File: src/rtl/ctx_pkg.sv
package ctx_pkg;
  typedef enum logic [1:0] {TS_READY, TS_RUN, TS_SLEEP} thr_state_e;
  typedef enum logic [1:0] {SC_IDLE, SC_RUN, SC_SW1, SC_SW2} sch_state_e;
endpackage

File: src/rtl/ctx_slot.sv
module ctx_slot
  import ctx_pkg::*;
#(
  parameter int PC_W  = 13,
  parameter int EVT_W = 16,
  parameter int BOOT  = 0
) (
  input  logic             clk,
  input  logic             rst_n,
  input  logic             sel_hit,
  input  logic             start_hit,
  input  logic [PC_W-1:0]  start_pc,
  input  logic             yield_hit,
  input  logic             yield_sleep,
  input  logic [EVT_W-1:0] yield_mask,
  input  logic [PC_W-1:0]  yield_pc,
  input  logic [EVT_W-1:0] evt_done,
  output logic             ready,
  output logic             running,
  output logic [PC_W-1:0]  pc
);
  thr_state_e       st_q;
  logic [PC_W-1:0]  pc_q;
  logic [EVT_W-1:0] mask_q;

  function automatic logic [PC_W-1:0] resume_pc(input logic [PC_W-1:0] p);
    return p + PC_W'(1);
  endfunction

  // named events for the assertions
  logic start_take, wake_now, early_wake;
  assign start_take = start_hit && (st_q != TS_RUN) && !sel_hit;
  assign wake_now   = (st_q == TS_SLEEP) && |(mask_q & evt_done);
  assign early_wake = |(yield_mask & evt_done);

  always_ff @(posedge clk) begin
    if (!rst_n) begin
      st_q   <= (BOOT != 0) ? TS_READY : TS_SLEEP;
      pc_q   <= '0;
      mask_q <= '0;
    end else if (sel_hit) begin
      st_q <= TS_RUN;
    end else if (start_take) begin
      st_q   <= TS_READY;
      pc_q   <= start_pc;
      mask_q <= '0;
    end else if (yield_hit) begin
      pc_q <= resume_pc(yield_pc);
      if (yield_sleep && !early_wake) begin
        st_q   <= TS_SLEEP;
        mask_q <= yield_mask;
      end else begin
        st_q   <= TS_READY;
        mask_q <= '0;
      end
    end else if (wake_now) begin
      st_q   <= TS_READY;
      mask_q <= '0;
    end
  end

  assign ready   = (st_q == TS_READY);
  assign running = (st_q == TS_RUN);
  assign pc      = pc_q;

  AST_SEL_READY: assert property (@(posedge clk) disable iff (!rst_n)
    sel_hit |-> st_q == TS_READY);
  AST_YIELD_OWNER: assert property (@(posedge clk) disable iff (!rst_n)
    yield_hit |-> st_q == TS_RUN);
  AST_SAVE_PC: assert property (@(posedge clk) disable iff (!rst_n)
    yield_hit |=> pc_q == PC_W'($past(yield_pc) + 1'b1));
  AST_WAKE_READY: assert property (@(posedge clk) disable iff (!rst_n)
    (wake_now && !sel_hit && !start_take) |=> st_q == TS_READY);
  AST_STAY_ASLEEP: assert property (@(posedge clk) disable iff (!rst_n)
    (st_q == TS_SLEEP && !wake_now && !start_take) |=> st_q == TS_SLEEP);
  AST_RUN_KEEP: assert property (@(posedge clk) disable iff (!rst_n)
    (st_q == TS_RUN && !yield_hit) |=> st_q == TS_RUN);
endmodule

File: src/rtl/ctx_rr_pick.sv
module ctx_rr_pick #(
  parameter int NUM_THR = 8,
  localparam int TID_W = $clog2(NUM_THR)
) (
  input  logic [NUM_THR-1:0] ready_vec,
  input  logic [TID_W-1:0]   last_tid,
  output logic               found,
  output logic [TID_W-1:0]   pick_tid
);
  function automatic logic [TID_W:0] rr_first(input logic [NUM_THR-1:0] rdy,
                                              input logic [TID_W-1:0] last);
    logic [TID_W:0] res;
    res = '0;
    for (int i = 1; i <= NUM_THR; i++) begin
      int j;
      j = (int'(last) + i) % NUM_THR;
      if (!res[TID_W] && rdy[j]) res = {1'b1, TID_W'(j)};
    end
    return res;
  endfunction

  always_comb begin
    {found, pick_tid} = rr_first(ready_vec, last_tid);
  end
endmodule

File: src/rtl/ctx_sched.sv
module ctx_sched
  import ctx_pkg::*;
#(
  parameter int NUM_THR = 8,
  parameter int PC_W    = 13,
  parameter int EVT_W   = 16,
  localparam int TID_W  = $clog2(NUM_THR)
) (
  input  logic             clk,
  input  logic             rst_n,
  input  logic             yield_valid,
  input  logic             yield_sleep,
  input  logic [EVT_W-1:0] yield_mask,
  input  logic [PC_W-1:0]  yield_pc,
  input  logic [EVT_W-1:0] evt_done,
  input  logic             start_valid,
  input  logic [TID_W-1:0] start_tid,
  input  logic [PC_W-1:0]  start_pc,
  output logic             issue_valid,
  output logic [TID_W-1:0] cur_tid,
  output logic [PC_W-1:0]  cur_pc,
  output logic             idle
);
  sch_state_e         fsm_q;
  logic [TID_W-1:0]   cur_q;
  logic [NUM_THR-1:0] ready_vec, run_vec;
  logic [PC_W-1:0]    pc_arr [NUM_THR];
  logic               pick_found;
  logic [TID_W-1:0]   pick_tid;

  // named events
  logic pick_slot, take, yield_take;
  assign pick_slot  = (fsm_q == SC_IDLE) || (fsm_q == SC_SW2);
  assign take       = pick_slot && pick_found;
  assign yield_take = (fsm_q == SC_RUN) && yield_valid;

  ctx_rr_pick #(.NUM_THR(NUM_THR)) u_pick (
    .ready_vec (ready_vec),
    .last_tid  (cur_q),
    .found     (pick_found),
    .pick_tid  (pick_tid)
  );

  for (genvar g = 0; g < NUM_THR; g++) begin : g_slot
    ctx_slot #(.PC_W(PC_W), .EVT_W(EVT_W), .BOOT((g == 0) ? 1 : 0)) u_slot (
      .clk         (clk),
      .rst_n       (rst_n),
      .sel_hit     (take && (pick_tid == TID_W'(g))),
      .start_hit   (start_valid && (start_tid == TID_W'(g))),
      .start_pc    (start_pc),
      .yield_hit   (yield_take && (cur_q == TID_W'(g))),
      .yield_sleep (yield_sleep),
      .yield_mask  (yield_mask),
      .yield_pc    (yield_pc),
      .evt_done    (evt_done),
      .ready       (ready_vec[g]),
      .running     (run_vec[g]),
      .pc          (pc_arr[g])
    );
  end

  always_ff @(posedge clk) begin
    if (!rst_n) begin
      fsm_q <= SC_IDLE;
      cur_q <= TID_W'(NUM_THR - 1);
    end else begin
      unique case (fsm_q)
        SC_RUN:  if (yield_take) fsm_q <= SC_SW1;
        SC_SW1:  fsm_q <= SC_SW2;
        default: begin
          if (pick_found) begin
            fsm_q <= SC_RUN;
            cur_q <= pick_tid;
          end else begin
            fsm_q <= SC_IDLE;
          end
        end
      endcase
    end
  end

  assign issue_valid = (fsm_q == SC_RUN);
  assign cur_tid     = cur_q;
  assign cur_pc      = pc_arr[cur_q];
  assign idle        = (fsm_q == SC_IDLE) && (ready_vec == '0);

  AST_ONE_RUNNER: assert property (@(posedge clk) disable iff (!rst_n)
    $onehot0(run_vec));
  AST_ISSUE_OWNER: assert property (@(posedge clk) disable iff (!rst_n)
    issue_valid |-> run_vec[cur_q]);
  AST_PICK_READY: assert property (@(posedge clk) disable iff (!rst_n)
    take |-> ready_vec[pick_tid]);
  AST_BUBBLE_FIRST: assert property (@(posedge clk) disable iff (!rst_n)
    yield_take |=> !issue_valid);
  AST_BUBBLE_SECOND: assert property (@(posedge clk) disable iff (!rst_n)
    $past(yield_take, 2) |-> !issue_valid);
  AST_IDLE_HOLD: assert property (@(posedge clk) disable iff (!rst_n)
    idle |=> !issue_valid);
endmodule

File: config.mk
export PLATFORM = sky130hd
export DESIGN_NAME = ctx_sched
export DESIGN_NICKNAME = d
export VERILOG_FILES = /design/src/rtl/ctx_pkg.sv /design/src/rtl/ctx_slot.sv /design/src/rtl/ctx_rr_pick.sv /design/src/rtl/ctx_sched.sv
export SDC_FILE = /design/constraint.sdc
export NUM_CORES = 1
export LEC_CHECK = 0
export BUFFER_PORTS_ARGS = -buffer_cell sky130_fd_sc_hd__buf_2
export CELL_PAD_IN_SITES_DETAIL_PLACEMENT = 0
export CELL_PAD_IN_SITES_GLOBAL_PLACEMENT = 2
export CORE_MARGIN = 4
export CORE_UTILIZATION = 40
export CTS_BUF_LIST = sky130_fd_sc_hd__clkbuf_4 sky130_fd_sc_hd__clkbuf_8
export CTS_CLUSTER_SIZE = 12
export DETAILED_ROUTE_END_ITERATION = 16
export PLACE_DENSITY = 0.79
export REMOVE_ABC_BUFFERS = 1
export SETUP_SLACK_MARGIN = 0.2
export SLEW_MARGIN = 20
export SYNTH_ARGS = -nofsm -noshare
export SYNTH_HDL_FRONTEND = slang
export SYNTH_SLANG_ARGS = --single-unit
export TNS_END_PERCENT = 5
File: constraint.sdc
create_clock -name clk -period 7.4 [get_ports clk]
set_input_delay 0.37 -clock clk [delete_from_list [all_inputs] [get_ports clk]]
set_output_delay 0.37 -clock clk [all_outputs]
set_load 0.02 [all_outputs]
-- After elaboration in Yosys (flattened, before gate mapping)
Cells that the tools add are included.
W data, S select, Z words.
- logic and storage cells: 376
- register bits after elaboration: 253
- output and inout bits: 18
- input bits: 66
- equal/unequal tests: 41
- reductions and logical operators: 150
- bitwise operators: 28
- add/subtract/negate cells: 9
- $lt $le $gt $ge: 9
- multiplexer cells: 112
- operators with widths (cell ; count):
    $mux W16 ; 25
    $mux W13 ; 18
    $and A16 B16 Y16 ; 9
    $reduce_or A16 Y1 ; 9
    $mux W2 ; 32
    $logic_and A1 B1 Y1 ; 59
    $lt A4 B5 Y1 const B ; 8
    $bmux W13 S3 ; 1
    $eq A3 B3 Y1 const B ; 12
    $reduce_and A2 Y1 ; 17
    $mux W4 ; 8
    $reduce_bool A4 Y1 ; 8
    $reduce_or A3 Y1 ; 9
    $bmux W1 S3 ; 8
    $reduce_bool A3 Y1 ; 8
    $eq A2 B2 Y1 const B ; 10
    $mux W1 ; 19
    $eq A3 B2 Y1 const B ; 6
    $logic_not A2 Y1 ; 9
    $ne A2 B1 Y1 const B ; 9
    $reduce_bool A2 Y1 ; 9
    $logic_not A1 Y1 ; 16
    $add A13 B1 Y13 const B ; 1
    $add A3 B3 Y3 const B ; 4
    other kinds (13) ; 35

-- Depth between registers and ports, before layout
- depth after elaboration: 34
- gate-level depth with buffers: 16
- gate-level depth less buffers: 11

-- Cells and area by module
From an unflattened synthesis, not the netlist that was laid out.
- cells, all modules: 1874
- area, all modules: 16617.2 um^2
- by module, submodules not included (module ; area each (um^2) ; instances ; sequential area each (um^2) ; cells an instance):
    ctx_slot (g_slot[1].u_slot ...) ; 1776.7 ; 7 ; 620.6 ; 201
    ctx_slot (g_slot[0].u_slot) ; 1747.9 ; 1 ; 620.6 ; 203
    ctx_sched ; 1276.2 ; 1 ; 100.1 ; 140
    ctx_rr_pick ; 1156.1 ; 1 ; 0.0 ; 124

-- Least setup slack after synthesis
No wires, ideal clock.
- path type: flip-flop to flip-flop
- from: register cur_q[0], in the netlist cur_tid[0]
- to: register g_slot[4].u_slot.mask_q[5]
- setup slack: 3.408 ns
- buffers on the path: 3
- period minus slack after synthesis: 3.992 ns
- setup time: 0.122 ns
- cell stages (with the launch flop): 15
- arrival time: 3.870 ns
- data required time: 7.278 ns
- cells stage by stage: dfxtp_1 > buf_6 > inv_1 > buf_2 > ha_1 > xnor2_2 > mux4_2 > mux2i_4 > mux2i_1 > and3_1 > or4b_4 > nand3_2 > o22ai_1 > buf_4 > o2bb2ai_1
- longest elaborated chain between the ends: 32
- elaborated cells on any way between the ends: 66
- those cells by class: 8 x add/sub; 2 x eq/ne; 34 x mux; 1 x bitwise; 21 x reduce/logical
- RTL lines (item ; RTL line ; RTL):
    from (decl) ; ctx_sched.sv:25 ; logic [TID_W-1:0] cur_q;
    from (signal assigned) ; ctx_sched.sv:65 ; cur_q <= TID_W'(NUM_THR - 1);
    from (signal assigned) ; ctx_sched.sv:73 ; cur_q <= pick_tid;
    $add A3 B1 Y3 ; ctx_rr_pick.sv:16 ; j = (int'(last) + i) % NUM_THR;
    $bmux W1 S3 ; ctx_rr_pick.sv:17 ; if (!res[TID_W] && rdy[j]) res = {1'b1, TID_W'(j)};
    $mux W1 (implied by the code) (2 in series) ; ctx_rr_pick.sv:17 ;
    $mux W4 ; ctx_rr_pick.sv:17 ;
    $logic_not A1 Y1 ; ctx_rr_pick.sv:17 ;
    $logic_and A1 B1 Y1 ; ctx_rr_pick.sv:17 ;
    $mux W4 ; ctx_rr_pick.sv:17 ;
    $logic_not A1 Y1 ; ctx_rr_pick.sv:17 ;
    [15 not listed] ; -- ;
    $logic_and A1 B1 Y1 ; ctx_rr_pick.sv:17 ;
    $mux W4 ; ctx_rr_pick.sv:17 ;
    $eq A3 B3 Y1 or $logic_and A1 B1 Y1 (tied branches) ; ctx_sched.sv:48, ctx_sched.sv:34 ;
    $logic_and A1 B1 Y1 ; ctx_sched.sv:48 ; .sel_hit (take && (pick_tid == TID_W'(g))),
    $logic_not A1 Y1 ; ctx_slot.sv:32 ; assign start_take = start_hit && (st_q != TS_RUN) && !sel_hit;
    $logic_and A1 B1 Y1 ; ctx_slot.sv:32 ;
    $reduce_bool A3 Y1 (no line) ; -- ;
    $reduce_and A2 Y1 (no line) ; -- ;
    to (signal assigned) ; ctx_slot.sv:51 ; mask_q <= yield_mask;
    to (decl) ; ctx_slot.sv:24 ; logic [EVT_W-1:0] mask_q;
Several ways; a longest one is shown, not always the timed one. The select of a mux whose other input is x is not followed.
A chain may end at the register's enable or synchronous reset.

-- Worst setup path in the final report
- from: register cur_q[0], in the netlist cur_tid[0]
- to: register g_slot[7].u_slot.pc_q[2]
- longest elaborated chain between the ends: 32
- elaborated cells on any way between the ends: 65
- those cells by class: 8 x add/sub; 2 x eq/ne; 33 x mux; 1 x bitwise; 21 x reduce/logical
- RTL lines (item ; RTL line ; RTL):
    $add A3 B1 Y3 ; ctx_rr_pick.sv:16 ;
    $bmux W1 S3 ; ctx_rr_pick.sv:17 ;
    $mux W1 (implied by the code) (2 in series) ; ctx_rr_pick.sv:17 ;
    $mux W4 ; ctx_rr_pick.sv:17 ;
    $logic_not A1 Y1 ; ctx_rr_pick.sv:17 ;
    $logic_and A1 B1 Y1 ; ctx_rr_pick.sv:17 ;
    $mux W4 ; ctx_rr_pick.sv:17 ;
    $logic_not A1 Y1 ; ctx_rr_pick.sv:17 ;
    [15 not listed] ; -- ;
    $logic_and A1 B1 Y1 ; ctx_rr_pick.sv:17 ;
    $mux W4 ; ctx_rr_pick.sv:17 ;
    $eq A3 B3 Y1 or $logic_and A1 B1 Y1 (tied branches) ; ctx_sched.sv:48, ctx_sched.sv:34 ;
    $logic_and A1 B1 Y1 ; ctx_sched.sv:48 ;
    $logic_not A1 Y1 ; ctx_slot.sv:32 ;
    $logic_and A1 B1 Y1 ; ctx_slot.sv:32 ;
    $reduce_bool A2 Y1 (no line) ; -- ;
    $reduce_and A2 Y1 (no line) ; -- ;
    to (signal assigned) ; ctx_slot.sv:45 ; pc_q <= start_pc;
    to (signal assigned) ; ctx_slot.sv:48 ; pc_q <= resume_pc(yield_pc);
    to (decl) ; ctx_slot.sv:23 ; logic [PC_W-1:0] pc_q;
Several ways; a longest one is shown, not always the timed one. The select of a mux whose other input is x is not followed.

==> flow_summary_export.csv <==
group,metric,value,unit
yosys,synth-seq-cells,253,
yosys,synth_edf_count,0,
floorplanning,die_area,34700,sq um
sta,hold_viol_final,0,
yosys,netlist_instances,1330,
cts,clk_pin_slew_worst_paths,0.07,ns
sta,timing.fmax,187,MHz
drt,viasPerCell,6.61,
setup_path,path_max_fanout,24,
placement,hpwl,30500,um
sta,rsz0062_at_grt,"no",
power,vdd_drop_max,0.000238,V
grt,overflow,0,
floorplanning,rows,65,
placement,portBuffers,83,
yosys,avgSynthCellArea,9.56,sq um
sta,slew_headroom,18.9,%
yosys,synth-simple-area-share,13.0,%
cts,htreeDepth,2,
grt,antenna_found_initial,1,
sta,min_period_over_period,72.4,%
yosys,yosys.area.top_type,"dfxtp_1",
floorplanning,fp.dieW,186,um
drt,wl,48700,um
sta,tightest_slew,1.22,ns
yosys,netlist.area_leader.share,39.8,%
yosys,yosys-top-cells-area,"dfxtp_1 (40%), o2bb2ai_1 (8.8%), mux4_2 (6.2%)",
cts,cts-buffers-inserted,44,
cts,postCtsSetupBuffers,0,
placement,place_congestion,0.876,
sta,fin_tns_setup,0,ns
floorplanning,fp.dieH,186,um
cts,root_buffer,"clkbuf_8",
yosys,synth_compound_area_share,32.9,%
setup_path,critPathCaptureType,"register",
yosys,synthFlopType,"dfxtp_1",
floorplanning,initial_core_util,40.4,%
power,p_per_area,376,nW/um^2
drt,drt-pass1-iter-count,8,
layout,fillerInstances,3056,
drt,ant_nets,0,
cts,clkLatencyLatePin,0.57,ns
setup_path,arrival,5.73,ns
run,maxCapViolations,0,
cts,cts.sinks,253,
setup_path,cp_top_family,"simple AND/OR/NAND/NOR gates",
layout,antenna_cells,0,
layout,layout_common_cells,"dfxtp_1 (250), nand2_1 (184), o2bb2ai_1 (128)",
layout,area_growth,10.8,%
grt,grt_use_total,27.4,%
floorplanning,io_pins,84,
setup_path,worstPathRequired,7.77,ns
cts,postCtsHoldBufs,0,
setup_path,crit_type,"reg2reg",
yosys,synth_area,12700,sq um
sta,slew_viol_final,0,
setup_path,cp-start-kind,"register",
grt,grt_pass1_vias,11300,
drt,drt_iter0_markers,1200,
yosys,seq_area_frac_synth,39.8,%
setup_path,critPathMaxStageDelay,0.88,ns
drt,vias,11800,
yosys,synth_top_family_by_area,"compound AO/OA/AOI/OAI gates",
grt,grt_max_degree,65,
power,leakagePower,5.39,nW
cts,cts_resized,0,
yosys,yosys.area_share.xor_xnor,1.09,%
drt,detail_route.wl_per_cell,27.3,um
yosys,async_flop_share,0,%
run_status,outcome,"complete, no violations",
layout,drive_gt1_share,19.7,%
yosys,synth.distinct_cells,82,
yosys,yosys-mux-area-fraction,7.47,%
setup_path,cpMaxStageDelayCell,"nand3_1",
drt,route.detailed.drc,0,
layout,layout_commonest_cell,"dfxtp_1",
layout,nets,1440,
sta,setup_viol,0,
grt,grt_pass1_wl,71900,um
cts,cts_tree,"done",
setup_path,critPathBufInv,2,
worst_hold_path,hold_class,"in2reg",
sta,clock-skew-final,0.0431,ns
cts,cts_buffer_depth,3,
floorplanning,core_area,31500,sq um
yosys,synth-adder-area-share,1.18,%
yosys,yosys_warnings,0,
sta,period_minus_slack,5.36,ns
layout,fin_util,44.8,%
setup_path,worstPathCellList,"inv_1 -> ha_1 -> xnor2_2 -> mux4_2 -> mux2i_4 -> mux2i_1 -> nand3b_1 -> o211ai_1 -> buf_4 -> nand4_2 -> nand3_1 -> a22oi_1",
## path summary, 6_finish.rpt
| check | slack (ns) | startpoint | to | cells after the start |
|---|---|---|---|---|
| max | 2.04 | cur_tid[0]$_SDFFE_PN1P_ | g_slot[7].u_slot.pc[2]$_SDFFE_PN0P_ | 12 |
| max reg2reg | 2.04 | cur_tid[0]$_SDFFE_PN1P_ | g_slot[7].u_slot.pc[2]$_SDFFE_PN0P_ | 12 |
| min | 0.27 | rst_n | g_slot[1].u_slot.st_q[1]$_SDFFE_PN1P_ | 2 |
| min reg2reg | 0.46 | g_slot[2].u_slot.pc[0]$_SDFFE_PN0P_ | g_slot[2].u_slot.pc[0]$_SDFFE_PN0P_ | 2 |
## layer usage
| layer | GRT usage, % | wire length, um | part of all wire (%) |
|---|---|---|---|
| met1 | 38.6 | 21600 | 44 |
| met2 | 42.8 | 21900 | 45 |
| met3 | 4.18 | 3380 | 6.9 |
| met4 | 9.88 | 1770 | 3.6 |
| met5 | 0 | 7 | 0.014 |
## logic make-up (layout without fill, tap and decap cells)
logic type / after synthesis / in the layout
compound gates: 511 / 511
xor+xnor: 15 / 15
fa+ha+maj: 12 / 12
buf+inv: 135 / 184
flops: 253 / 253
mux: 49 / 49
simple gates: 355 / 355
## registers in the layout (all words and copies together), names as in the netlist
name / count
g_slot.u_slot.st_q: 16
g_slot.u_slot.pc: 104
cur_tid: 3
fsm_q: 2
g_slot.u_slot.mask_q: 128
## power breakdown
part	switching (W)	internal, W
logic	0.00169	0.000770
registers	0.000111	0.00150
clock network	0.000562	0.000658
total	0.00236	0.00293
## stage by stage
| stage | hold WS, ns | total power, W | setup slack (ns) | std cells | instance area [sq um] |
|---|---|---|---|---|---|
| floorplan | 0.432 | 0.00320 | 0.783 | 1212 | 12200 |
| global placement | 0.443 | 0.00405 | 2.35 | 1718 | 13300 |
| detailed placement | 0.447 | 0.00405 | 2.21 | 1718 | 13300 |
| CTS | 0.240 | 0.00527 | 2.18 | 1781 | 14100 |
| global route | 0.276 | 0.00554 | 1.81 | 1781 | 14100 |
| finish | 0.275 | 0.00529 | 2.04 | 1781 | 14100 |
## layout make-up
class                           count  area [sq um]  share of cell area [%]
Clock buffer                       59           724                    5.14
Clock inverter                      4          51.3                   0.364
Timing Repair Buffer              104           576                    4.08
Inverter                           17          63.8                   0.453
Tap cell                          402           503                    3.57
Multi-Input combinational cell    942          7100                    50.4
Sequential cell                   253          5070                    36.0
## synthesized netlist by cell type (10+ instances only)
cell         n
inv_1       15
and3_1      14
dfxtp_1    253
a21oi_1     15
nand4_1     12
mux4_2      35
nand2_1    184
nand3_1     46
a2bb2oi_2   19
ha_1        12
o2bb2ai_1  128
buf_2       26
a22oi_1     90
o221ai_1    26
buf_1       17
clkbuf_1    69
o22ai_1     67
a221oi_1    29
o21ai_0     28
xnor2_1     10
nor2_1      44
a22o_1      29
Power figures use the tool's default switching activity.
